`src/rtl/lcat_pkg.sv`:
```
package lcat_pkg;

  typedef enum logic [1:0] {
    ST_IDLE    = 2'd0,
    ST_RECOVER = 2'd1,
    ST_EXTRACT = 2'd2,
    ST_LOAD    = 2'd3
  } lcat_state_e;

  localparam int unsigned N_TERMS = 3;

endpackage

```
`src/rtl/lcat_binner.sv`:
```
module lcat_binner #(
  parameter int unsigned AMP_W     = 8,
  parameter int unsigned PER_W     = 12,
  parameter int unsigned AMP_BINS  = 5,
  parameter int unsigned PER_BINS  = 6,
  parameter int unsigned AMP_SHIFT = 3,
  parameter int unsigned PER_SHIFT = 4,
  parameter int unsigned IDX_W     = 5
) (
  input  logic [AMP_W-1:0] p2p_i,
  input  logic [PER_W-1:0] period_i,
  output logic [IDX_W-1:0] idx_o
);

  logic [31:0] amp_bin;
  logic [31:0] per_bin;

  // amplitude bin: coarse shift, saturated at the last bin
  always_comb begin
    amp_bin = 32'(p2p_i >> AMP_SHIFT);
    if (amp_bin > AMP_BINS - 1) begin
      amp_bin = AMP_BINS - 1;
    end
  end

  // period bin: coarse shift, saturated at the last bin
  always_comb begin
    per_bin = 32'(period_i >> PER_SHIFT);
    if (per_bin > PER_BINS - 1) begin
      per_bin = PER_BINS - 1;
    end
  end

  assign idx_o = IDX_W'(amp_bin * PER_BINS + per_bin);

endmodule

```
`src/rtl/lcat_coef_rom.sv`:
```
module lcat_coef_rom #(
  parameter int unsigned DEPTH  = 30,
  parameter int unsigned IDX_W  = 5,
  parameter int unsigned COEF_W = 10,
  parameter int unsigned BASE   = 0,
  parameter int unsigned STEP   = 1
) (
  input  logic [IDX_W-1:0]  idx_i,
  output logic [COEF_W-1:0] coef_o
);

  localparam int unsigned MODULUS = 1 << COEF_W;

  logic [COEF_W-1:0] tbl [DEPTH];

  for (genvar k = 0; k < DEPTH; k++) begin : g_word
    assign tbl[k] = COEF_W'((BASE + STEP * k) % MODULUS);
  end

  always_comb begin
    if (32'(idx_i) < DEPTH) begin
      coef_o = tbl[idx_i];
    end else begin
      coef_o = '0;
    end
  end

endmodule

```
`src/rtl/lcat_timeout.sv`:
```
module lcat_timeout #(
  parameter int unsigned LIMIT = 1000
) (
  input  logic clk,
  input  logic rst_ni,
  input  logic run_i,
  output logic expire_o
);

  localparam int unsigned CW = (LIMIT > 2) ? $clog2(LIMIT) : 1;

  logic [CW-1:0] cnt_q;
  logic [CW-1:0] cnt_d;
  logic          cnt_en;

  assign expire_o = run_i && (cnt_q == CW'(LIMIT - 1));
  assign cnt_en   = run_i || (cnt_q != '0);

  always_comb begin
    cnt_d = cnt_q;
    if (!run_i || expire_o) begin
      cnt_d = '0;
    end else begin
      cnt_d = cnt_q + 1'b1;
    end
  end

  always_ff @(posedge clk or negedge rst_ni) begin
    if (!rst_ni) begin
      cnt_q <= '0;
    end else if (cnt_en) begin
      cnt_q <= cnt_d;
    end
  end

  // each extraction window starts counting from zero
  assert_window_starts_clean_R8: assert property (@(posedge clk) disable iff (!rst_ni)
    $rose(run_i) |-> (cnt_q == '0));

  // the window never runs past its limit
  assert_window_bounded_R8: assert property (@(posedge clk) disable iff (!rst_ni)
    run_i |-> (32'(cnt_q) < LIMIT));

endmodule

```
`src/rtl/lc_autotune_seq.sv`:
```
module lc_autotune_seq #(
  parameter int unsigned AMP_W      = 8,
  parameter int unsigned PER_W      = 12,
  parameter int unsigned AMP_BINS   = 5,
  parameter int unsigned PER_BINS   = 6,
  parameter int unsigned AMP_SHIFT  = 3,
  parameter int unsigned PER_SHIFT  = 4,
  parameter int unsigned COEF_W     = 10,
  parameter int unsigned TMO_CYCLES = 1000,
  localparam int unsigned DEPTH     = AMP_BINS * PER_BINS,
  localparam int unsigned IDX_W     = $clog2(DEPTH)
) (
  input  logic              clk,
  input  logic              rst_n,
  input  logic              unstable_i,
  input  logic              regulated_i,
  input  logic              meas_valid_i,
  input  logic              meas_noosc_i,
  input  logic [AMP_W-1:0]  meas_p2p_i,
  input  logic [PER_W-1:0]  meas_period_i,
  output logic              res_low_o,
  output logic              reduced_gain_o,
  output logic              ref_nudge_o,
  output logic              coef_load_o,
  output logic [IDX_W-1:0]  coef_idx_o,
  output logic [COEF_W-1:0] coef_p_o,
  output logic [COEF_W-1:0] coef_i_o,
  output logic [COEF_W-1:0] coef_d_o
);

  import lcat_pkg::*;

  localparam int unsigned TERM_BASE [N_TERMS] = '{64, 12, 900};
  localparam int unsigned TERM_STEP [N_TERMS] = '{19, 31, (1 << COEF_W) - 27};

  // ---------------- reset release synchronizer ----------------
  logic rst_s1_q;
  logic rst_s2_q;
  logic rst_ni;

  always_ff @(posedge clk or negedge rst_n) begin
    if (!rst_n) begin
      rst_s1_q <= 1'b0;
      rst_s2_q <= 1'b0;
    end else begin
      rst_s1_q <= 1'b1;
      rst_s2_q <= rst_s1_q;
    end
  end

  assign rst_ni = rst_s2_q;

  // ---------------- state and datapath registers ----------------
  lcat_state_e      state_q, state_d;
  logic [IDX_W-1:0] idx_q, idx_d;
  logic             nudge_q, nudge_d;
  logic             idx_en;
  logic             in_extract;
  logic             meas_osc;
  logic             meas_flat;
  logic             tmo_expire;
  logic [IDX_W-1:0] bin_idx;
  logic [COEF_W-1:0] coef_w [N_TERMS];

  assign in_extract = (state_q == ST_EXTRACT);
  assign meas_osc   = meas_valid_i && !meas_noosc_i;
  assign meas_flat  = meas_valid_i &&  meas_noosc_i;

  lcat_binner #(
    .AMP_W     (AMP_W),
    .PER_W     (PER_W),
    .AMP_BINS  (AMP_BINS),
    .PER_BINS  (PER_BINS),
    .AMP_SHIFT (AMP_SHIFT),
    .PER_SHIFT (PER_SHIFT),
    .IDX_W     (IDX_W)
  ) binner_i (
    .p2p_i    (meas_p2p_i),
    .period_i (meas_period_i),
    .idx_o    (bin_idx)
  );

  lcat_timeout #(
    .LIMIT (TMO_CYCLES)
  ) timeout_i (
    .clk      (clk),
    .rst_ni   (rst_ni),
    .run_i    (in_extract),
    .expire_o (tmo_expire)
  );

  for (genvar t = 0; t < N_TERMS; t++) begin : g_term
    lcat_coef_rom #(
      .DEPTH  (DEPTH),
      .IDX_W  (IDX_W),
      .COEF_W (COEF_W),
      .BASE   (TERM_BASE[t]),
      .STEP   (TERM_STEP[t])
    ) rom_i (
      .idx_i  (idx_q),
      .coef_o (coef_w[t])
    );
  end

  // ---------------- next-state logic ----------------
  always_comb begin
    state_d = state_q;
    unique case (state_q)
      ST_IDLE: begin
        if (unstable_i) state_d = ST_RECOVER;
      end
      ST_RECOVER: begin
        if (!unstable_i && regulated_i) state_d = ST_EXTRACT;
      end
      ST_EXTRACT: begin
        if (unstable_i)      state_d = ST_RECOVER;
        else if (meas_osc)   state_d = ST_LOAD;
        else if (tmo_expire) state_d = ST_RECOVER;
      end
      ST_LOAD: begin
        if (unstable_i) state_d = ST_RECOVER;
        else            state_d = ST_IDLE;
      end
      default: state_d = ST_IDLE;
    endcase
  end

  assign idx_en  = in_extract && !unstable_i && meas_osc;
  assign idx_d   = bin_idx;
  assign nudge_d = in_extract && !unstable_i && meas_flat;

  // ---------------- registers ----------------
  always_ff @(posedge clk or negedge rst_ni) begin
    if (!rst_ni) begin
      state_q <= ST_IDLE;
      nudge_q <= 1'b0;
    end else begin
      state_q <= state_d;
      nudge_q <= nudge_d;
    end
  end

  always_ff @(posedge clk or negedge rst_ni) begin
    if (!rst_ni) begin
      idx_q <= '0;
    end else if (idx_en) begin
      idx_q <= idx_d;
    end
  end

  // ---------------- outputs ----------------
  assign res_low_o      = (state_q == ST_EXTRACT) || (state_q == ST_LOAD);
  assign reduced_gain_o = (state_q != ST_IDLE);
  assign coef_load_o    = (state_q == ST_LOAD);
  assign ref_nudge_o    = nudge_q;
  assign coef_idx_o     = idx_q;
  assign coef_p_o       = coef_w[0];
  assign coef_i_o       = coef_w[1];
  assign coef_d_o       = coef_w[2];

  // ---------------- assertions ----------------
  assert_unstable_gives_slow_gain_R2: assert property (@(posedge clk) disable iff (!rst_ni)
    unstable_i |=> (reduced_gain_o && !res_low_o));

  assert_coarse_only_with_slow_gain_R3: assert property (@(posedge clk) disable iff (!rst_ni)
    res_low_o |-> reduced_gain_o);

  assert_index_in_table_R4: assert property (@(posedge clk) disable iff (!rst_ni)
    32'(coef_idx_o) < DEPTH);

  assert_load_is_single_R5: assert property (@(posedge clk) disable iff (!rst_ni)
    coef_load_o |=> !coef_load_o);

  assert_load_follows_extract_R5: assert property (@(posedge clk) disable iff (!rst_ni)
    coef_load_o |-> $past(res_low_o));

  assert_load_ends_tuning_R5: assert property (@(posedge clk) disable iff (!rst_ni)
    (coef_load_o && !unstable_i) |=> (!res_low_o && !reduced_gain_o));

  assert_nudge_from_extract_R7: assert property (@(posedge clk) disable iff (!rst_ni)
    ref_nudge_o |-> $past(res_low_o && !coef_load_o));

  assert_unstable_blocks_load_R10: assert property (@(posedge clk) disable iff (!rst_ni)
    (unstable_i && res_low_o && !coef_load_o) |=> !coef_load_o);

endmodule

```
`config.mk`:
```
export PLATFORM = sky130hd
export DESIGN_NAME = lc_autotune_seq
export DESIGN_NICKNAME = d
export VERILOG_FILES = /design/src/rtl/lcat_pkg.sv /design/src/rtl/lcat_binner.sv /design/src/rtl/lcat_coef_rom.sv /design/src/rtl/lcat_timeout.sv /design/src/rtl/lc_autotune_seq.sv
export SDC_FILE = /design/constraint.sdc
export NUM_CORES = 1
export LEC_CHECK = 0
export CORE_MARGIN = 2
export CORE_UTILIZATION = 58
export DETAILED_ROUTE_END_ITERATION = 16
export DONT_BUFFER_PORTS = 1
export PLACE_DENSITY = 0.82
export SYNTH_ARGS = -nofsm -noshare
export SYNTH_HDL_FRONTEND = slang
export SYNTH_SLANG_ARGS = --single-unit
```
`constraint.sdc`:
```
create_clock -name clk -period 1.9 [get_ports clk]
set_clock_uncertainty 0.1 [all_clocks]
set_input_delay 0.285 -clock clk [delete_from_list [all_inputs] [get_ports clk]]
set_output_delay 0.285 -clock clk [all_outputs]
set_load 0.03 [all_outputs]
```
==> impl_metrics.csv, run 1 <==
group,metric,value,unit
synthesis,synth_commonest_cells,"nand2_1, nor2_1, dfrtp_1",
synthesis,synth_area_leader_cell,"dfrtp_1",
placed_design,dp_hpwl,4510,um
clocking,cts.sinks,20,
synthesis,synth_edf_count,0,
floorplanning,die_w,63.2,um
synthesis,ys_ff_latch,20,
floorplanning,io_pins,65,
clocking,post-cts-setup-buffers,22,
synthesis,syn_area,2030,um2
run_status,lastStage,"4_1_cts",
clocking,cts_buffer_depth,2,
run_status,firstError,"[ERROR DPL-0038] Utilization greater than 100%, impossible to legalize",
synthesis,avgSynthCellArea,7.94,um2
clocking,clockRootBuffer,"clkbuf_4",
clocking,numCtsBuffers,3,
floorplanning,die_height,63.2,um
synthesis,synthDistinctLibCells,53,
synthesis,synthArstFlopShare,100,%
synthesis,syn_nets,300,
synthesis,seq_area_frac_synth,24.6,%
synthesis,synthFlopType,"dfrtp_1",
synthesis,synth.most_common_cell,"nand2_1",
synthesis,synth_area_leaders,"dfrtp_1, ha_1, nand2_1",
placed_design,place.gp.congestion,0.903,
floorplanning,rows,21,
synthesis,synth.top_cell.area_share,24.6,%
synthesis,synth_cells,256,
clocking,cts_resized,86,
clocking,postCtsHoldBufs,4,
synthesis,synth_warnings,0,
clocking,cts_max_level,1,
placed_design,postPlaceCellArea,2760,um2
floorplanning,initial_core_util,60.5,%
run_status,outcome,"stopped before the end",
placed_design,port-buffer-count,0,
placed_design,dp.cells,346,
## cell families after synthesis
logic type	Yosys count	share of synthesized area, %
flip-flops	20	24.6
AO/OA/AOI/OAI	61	19.0
multiplexers	7	5.35
buffers and inverters	33	7.57
adder cells (fa/ha/maj)	18	11.8
XOR/XNOR	14	6.03
AND/OR/NAND/NOR	101	25.2
other	2	0.369
## metrics by stage
step / setup WS [ns] / TNS (ns)
after detailed placement: -0.293 / -1.40
after floorplan: -0.357 / -2.28
after global placement: -0.211 / -0.848
==> inputs of run 2 (changes only) <==
Settings changed: CORE_UTILIZATION 58 to 40, PLACE_DENSITY 0.82 to unset, PLACE_DENSITY_LB_ADDON set to 0.15.
Clock period 1.9 ns to 2.5 ns, I/O delays scaled along.
==> run 2 against run 1 <==
The run now ends clean; synthesized cell count stayed put; synthesized area did not move.
==> impl_metrics.csv, run 2 <==
group,metric,value,unit
run_status,outcome,"finished clean",
detailed_routing,vias,1886,
global_routing,grt_pass1_wl,7940,um
clocking,cts_tree,"done",
placed_design,place.gp.congestion,0.864,
pwr,ir_drop,0.000339,V
synthesis,synth_area_leader_cell,"dfrtp_1",
detailed_routing,topRoutingLayerUsed,"met4",
synthesis,synthDistinctLibCells,53,
critical_path,critPathCaptureType,"output port",
placed_design,dp_hpwl,3640,um
final_layout,layout_commonest_cell,"buf_4",
placed_design,pre_cts_slack,0.156,ns
synthesis,synth_commonest_cells,"nand2_1, nor2_1, dfrtp_1",
timing,period_share,96.6,%
clocking,clockRootBuffer,"clkbuf_8",
synthesis,syn_area,2030,um2
floorplanning,rows,25,
global_routing,grt_overflow,0,
critical_path,critical_path_class,"reg2out",
clocking,clkSlewWorstSetupHoldPaths,0.08,ns
critical_path,reg2regPathDepth,4,
pwr,p_leak,1.08,nW
final_layout,drive_above_1_share,28.9,%
floorplanning,die_height,75.3,um
floorplanning,initial_core_util,42.2,%
detailed_routing,wl_met2,2170,um
timing,finalHoldViolCount,0,
critical_path,timing.rr.start,"state_q[1]",
final_layout,synthToLayoutAreaGrowth,25.6,%
pwr,powerDensity,714,nW/um2
clocking,cts.sinks,20,
timing,finalSetupViolCount,0,
clocking,cts_buffer_depth,2,
detailed_routing,met3_wirelength,288,um
timing,max_freq,414,MHz
detailed_routing,detail-route-antenna-nets,0,
critical_path,worstPathArrival,1.94,ns
timing,slew_violations,0,
final_layout,stdcell_count,354,
detailed_routing,avgRoutedWirePerCell,13.8,um
hold_path,hold_end,"state_q[1]",
global_routing,grt_pass1_vias,1674,
placed_design,port-buffer-count,0,
placed_design,postPlaceCellArea,2380,um2
global_routing,grt_util_all_layers,17.8,%
placed_design,dp.cells,343,
detailed_routing,via_per_inst,5.33,
floorplanning,core_area,4820,um2
final_layout,fin_nets,332,
synthesis,synth_warnings,0,
global_routing,grt_max_degree,19,
synthesis,seq_area_frac_synth,24.6,%
synthesis,synthFlopType,"dfrtp_1",
floorplanning,die_w,75.3,um
clocking,numCtsBuffers,3,
hold_path,min_from,"unstable_i",
timing,slew_headroom,52.3,%
synthesis,syn_nets,300,
detailed_routing,drc_errors,0,
critical_path,r2r_slack,0.57,ns
final_layout,fill_cells,485,
hold_path,holdCritPathClass,"in2reg",
global_routing,antenna_found_initial,0,
pwr,power,1.82,mW
floorplanning,io_pins,65,
final_layout,fin_util,53.0,%
synthesis,synth_cells,256,
final_layout,design_area,2550,um2
critical_path,critPathRequiredTime,2.03,ns
synthesis,synth_edf_count,0,
synthesis,synth_area_leaders,"dfrtp_1, ha_1, nand2_1",
critical_path,start_kind,"flop",
final_layout,largest_reg_flops,10,
hold_path,hold_depth,1,
clocking,cts_max_level,1,
detailed_routing,dr.pass1.iters,4,
critical_path,reg2reg_to,"coef_idx_o[0]",
timing,fin_crit,2.42,ns
synthesis,ys_ff_latch,20,
clocking,clk_latency,0.25,ns
critical_path,crit_path_max_fanout,5,
synthesis,avgSynthCellArea,7.94,um2
final_layout,final_cell_mix,"buf_4, nand2_1, nor2_1",
timing,tightestPinTransition,0.716,ns
detailed_routing,wirelength,4870,um
synthesis,synth.most_common_cell,"nand2_1",
final_layout,antenna_cells,0,
synthesis,synthArstFlopShare,100,%
run,drv_cap,0,
final_layout,top_register,"timeout_i.cnt_q",
detailed_routing,initialDrtViolationCount,139,
floorplanning,dieArea,5670,um2
detailed_routing,m1WireLength,2390,um
timing,worst_slack,0.0843,ns
synthesis,synth.top_cell.area_share,24.6,%
-- run 2: cell counts after synthesis --
No cell type changed its count.
-- run 2: logic make-up (layout without fill, tap and decap cells) --
group	after synthesis	count (layout)	synth area share (%)
fa+ha+maj	18	18	11.8
buf+inv	33	64	7.57
xor+xnor	14	14	6.03
flops	20	20	24.6
other cells	2	2	0.369
simple gates	101	101	25.2
compound gates	61	61	19.0
mux	7	7	5.35
-- run 2: through the flow --
| stage | hold slack [ns] | setup TNS [ns] |
|---|---|---|
| after detailed placement | -0.0205 | 0 |
| after CTS | 0.0655 | 0 |
| after floorplan | -0.0206 | -0.172 |
| after global routing | 0.0628 | -0.0479 |
| final | 0.0719 | 0 |
| after global placement | -0.0205 | 0 |
-- run 2: layout make-up --
| class | instances | area (um2) | area share, % |
|---|---|---|---|
| sequential | 20 | 504 | 19.7 |
| tap | 67 | 83.8 | 3.28 |
| multi-input combinational | 203 | 1480 | 57.9 |
| inverter | 15 | 56.3 | 2.20 |
| clock buffer | 3 | 41.3 | 1.62 |
| timing repair buffer | 45 | 360 | 14.1 |
| clock inverter | 1 | 30.0 | 1.18 |
-- run 2: power by group --
| part | total (mW) | internal [mW] | switching (mW) |
|---|---|---|---|
| Sequential | 0.420 | 0.349 | 0.0708 |
| Clock | 0.313 | 0.213 | 0.100 |
| Combinational | 1.09 | 0.425 | 0.664 |
| Total | 1.82 | 0.988 | 0.835 |
-- run 2: worst max path at each step --
stage / slack [ns] / endpoint / from
after floorplan: -0.06 / coef_p_o[1] / coef_idx_o[2]
after global placement: 0.17 / coef_idx_o[4] / meas_p2p_i[7]
after detailed placement: 0.16 / coef_idx_o[4] / meas_p2p_i[7]
after CTS: 0.03 / coef_i_o[7] / coef_idx_o[2]
after global routing: -0.02 / coef_d_o[7] / coef_idx_o[1]
final: 0.08 / coef_d_o[7] / coef_idx_o[1]
-- run 2: metal layers --
layer / GRT usage (%) / vias to the layer above
met5: 0 / -
met4: 3.51 / 0
met3: 3.31 / 2
met2: 27.1 / 50
met1: 26.6 / 878
li1: - / 956
-- run 2: critical path, cell delays in order (launching register included) --
cell and delay, ns:
dfrtp_2 0.43, inv_2 0.10, ha_4 0.17, inv_1 0.09, ha_1 0.35, a22o_1 0.26, o21ai_2 0.11, buf_4 0.17
-- run 2: repair_timing --
action | CTS | global route
resized for setup | 2 | 11
hold buffers | 1 | 0
pin swaps | 1 | 4
endpoints found under the hold margin | 2 | 0
setup buffers | 3 | 3
setup endpoints to repair | 6 | 17
Note: power is estimated with default switching activity, not from simulation.
==> inputs of run 3 (changes only) <==
Settings changed: CORE_UTILIZATION 40 to 55.
==> run 3 against run 2 <==
Fmax shrank 1.4%; die area shrank 26%; routed wire length grew 0.12%; clock power grew 2%; clock-buffer cell count is the same; critical path type unchanged; non-clock buffer count shrank 4; flip-flop and latch count is the same; largest cell class unchanged; setup slack lost 0.034 ns; register-to-register slack is essentially flat; largest power group unchanged; total power grew 0.42%; sequential share of layout area grew 0.25 points.
==> impl_metrics.csv, run 3 (synthesis results as in run 2) <==
group,metric,value,unit
global_routing,grt_overflow,0,
critical_path,r2r_slack,0.57,ns
placed_design,dp_hpwl,3490,um
clocking,cts_tree,"done",
clocking,clkSlewWorstSetupHoldPaths,0.08,ns
global_routing,antenna_found_initial,0,
final_layout,design_area,2520,um2
final_layout,layout_commonest_cell,"buf_4",
critical_path,critPathRequiredTime,2.03,ns
timing,slew_headroom,52.2,%
timing,fin_crit,2.45,ns
run,drv_cap,0,
pwr,powerDensity,726,nW/um2
timing,finalSetupViolCount,0,
detailed_routing,avgRoutedWirePerCell,14.7,um
detailed_routing,drc_errors,0,
final_layout,multiInputGateArea,1490,um2
floorplanning,initial_core_util,56.4,%
pwr,power,1.83,mW
pwr,p_leak,1.06,nW
global_routing,grt_max_degree,21,
final_layout,largest_reg_flops,10,
global_routing,grt_pass1_wl,8020,um
final_layout,top_register,"timeout_i.cnt_q",
final_layout,fin_util,69.9,%
critical_path,timing.rr.start,"state_q[1]",
critical_path,slowest_delay,0.49,ns
pwr,ir_drop,0.000452,V
timing,period_share,98.0,%
floorplanning,core_area,3610,um2
critical_path,slowest_stage,"mux4_2",
run_status,outcome,"finished clean",
detailed_routing,initialDrtViolationCount,105,
detailed_routing,vias,1889,
detailed_routing,detail-route-antenna-nets,0,
critical_path,worstPathArrival,1.97,ns
global_routing,grt_util_all_layers,23.9,%
final_layout,final_cell_mix,"buf_4, nand2_1, nor2_1",
clocking,cts.sinks,20,
critical_path,cp_common_cell,"buf_6",
critical_path,critPathBufInv,2,
timing,finalHoldViolCount,0,
placed_design,port-buffer-count,0,
timing,rsz0062_at_grt,"yes",
timing,slew_violations,0,
floorplanning,rows,22,
hold_path,holdCritPathClass,"in2reg",
global_routing,grt_pass1_vias,1807,
final_layout,drive_above_1_share,27.6,%
final_layout,ff_latch_area,504,um2
final_layout,antenna_cells,0,
final_layout,fill_cells,313,
final_layout,fin_nets,328,
timing,tightestPinTransition,0.717,ns
critical_path,cp-startpoint,"coef_idx_o[0]",
floorplanning,dieArea,4200,um2
critical_path,critical_path_class,"reg2out",
timing,max_freq,408,MHz
clocking,numCtsBuffers,3,
clocking,cts_buffer_depth,2,
critical_path,start_kind,"flop",
critical_path,worstPathCellList,"buf_6 > ha_2 > mux4_2 > a211oi_4 > buf_6",
floorplanning,io_pins,65,
detailed_routing,wirelength,4870,um
placed_design,postPlaceCellArea,2360,um2
floorplanning,die_height,64.8,um
detailed_routing,dr.pass1.iters,4,
critical_path,cp_top_family,"multiplexers",
critical_path,crit_path_max_fanout,11,
floorplanning,die_w,64.8,um
clocking,clk_latency,0.26,ns
hold_path,min_from,"unstable_i",
critical_path,critPathCaptureType,"output port",
clocking,clockRootBuffer,"clkbuf_8",
placed_design,place.gp.congestion,0.899,
clocking,cts_max_level,1,
final_layout,synthToLayoutAreaGrowth,24.0,%
detailed_routing,via_per_inst,5.71,
[run 3: cell types whose count changed in the layout (fill, tap and decap cells not counted), sizes merged]
cell	delta
buf	-4
[run 3: path summary, 6_finish.rpt]
path / end / depth (start not counted)
max in group asynchronous: coef_idx_o[2] / 0
max reg2reg: coef_idx_o[0] / 4
min reg2reg: ref_nudge_o / 0
min in group asynchronous: ref_nudge_o / 0
max: coef_p_o[5] / 5
min: state_q[1] / 1
[run 3: layout make-up]
type                       count  area share [%]
clock buffer                   3            1.64
inverter                      15            2.43
clock inverter                 1            1.19
timing repair buffer          41            13.3
tap                           48            2.38
sequential                    20            20.0
multi-input combinational    203            59.1
[run 3: what timing repair did]
action                     CTS  global route
hold buffers                 1             0
setup buffers                1             0
cloned                       0             0
gates resized for setup      7             9
hold endpoints to repair     2             0
setup endpoints to repair    7             5
pin swaps                    0             1
[run 3: worst register-to-register path, stage by stage (launching register included)]
cell and delay, ns:
dfrtp_1 0.62, nand2b_4 0.14, or3_4 0.44, a2111oi_0 0.42, a21oi_1 0.07
[run 3: where the power goes]
group          leakage [nW]  switching, mW  internal [mW]
registers             0.259         0.0608          0.349
clock network        0.0357          0.106          0.214
logic                 0.768          0.675          0.426
total                  1.06          0.842          0.989
[run 3: stage by stage]
stage	worst slack [ns]	setup TNS [ns]	hold slack (ns)	std cells
4_1_cts	0.00476	0	0.0618	331
2_1_floorplan	-0.0606	-0.172	-0.0206	256
3_5_place_dp	0.128	0	-0.0205	325
5_1_grt	-0.0214	-0.120	0.0576	331
3_3_place_gp	0.200	0	-0.0205	325
6_report	0.0503	0	0.0701	331
[run 3: layer usage]
metal | vias up | wire length, um | GRT usage [%]
met5 | - | 0 | 0
met4 | 0 | 43 | 6.91
met3 | 6 | 325 | 3.99
met2 | 82 | 2280 | 39.7
met1 | 849 | 2230 | 32.0
li1 | 952 | - | -
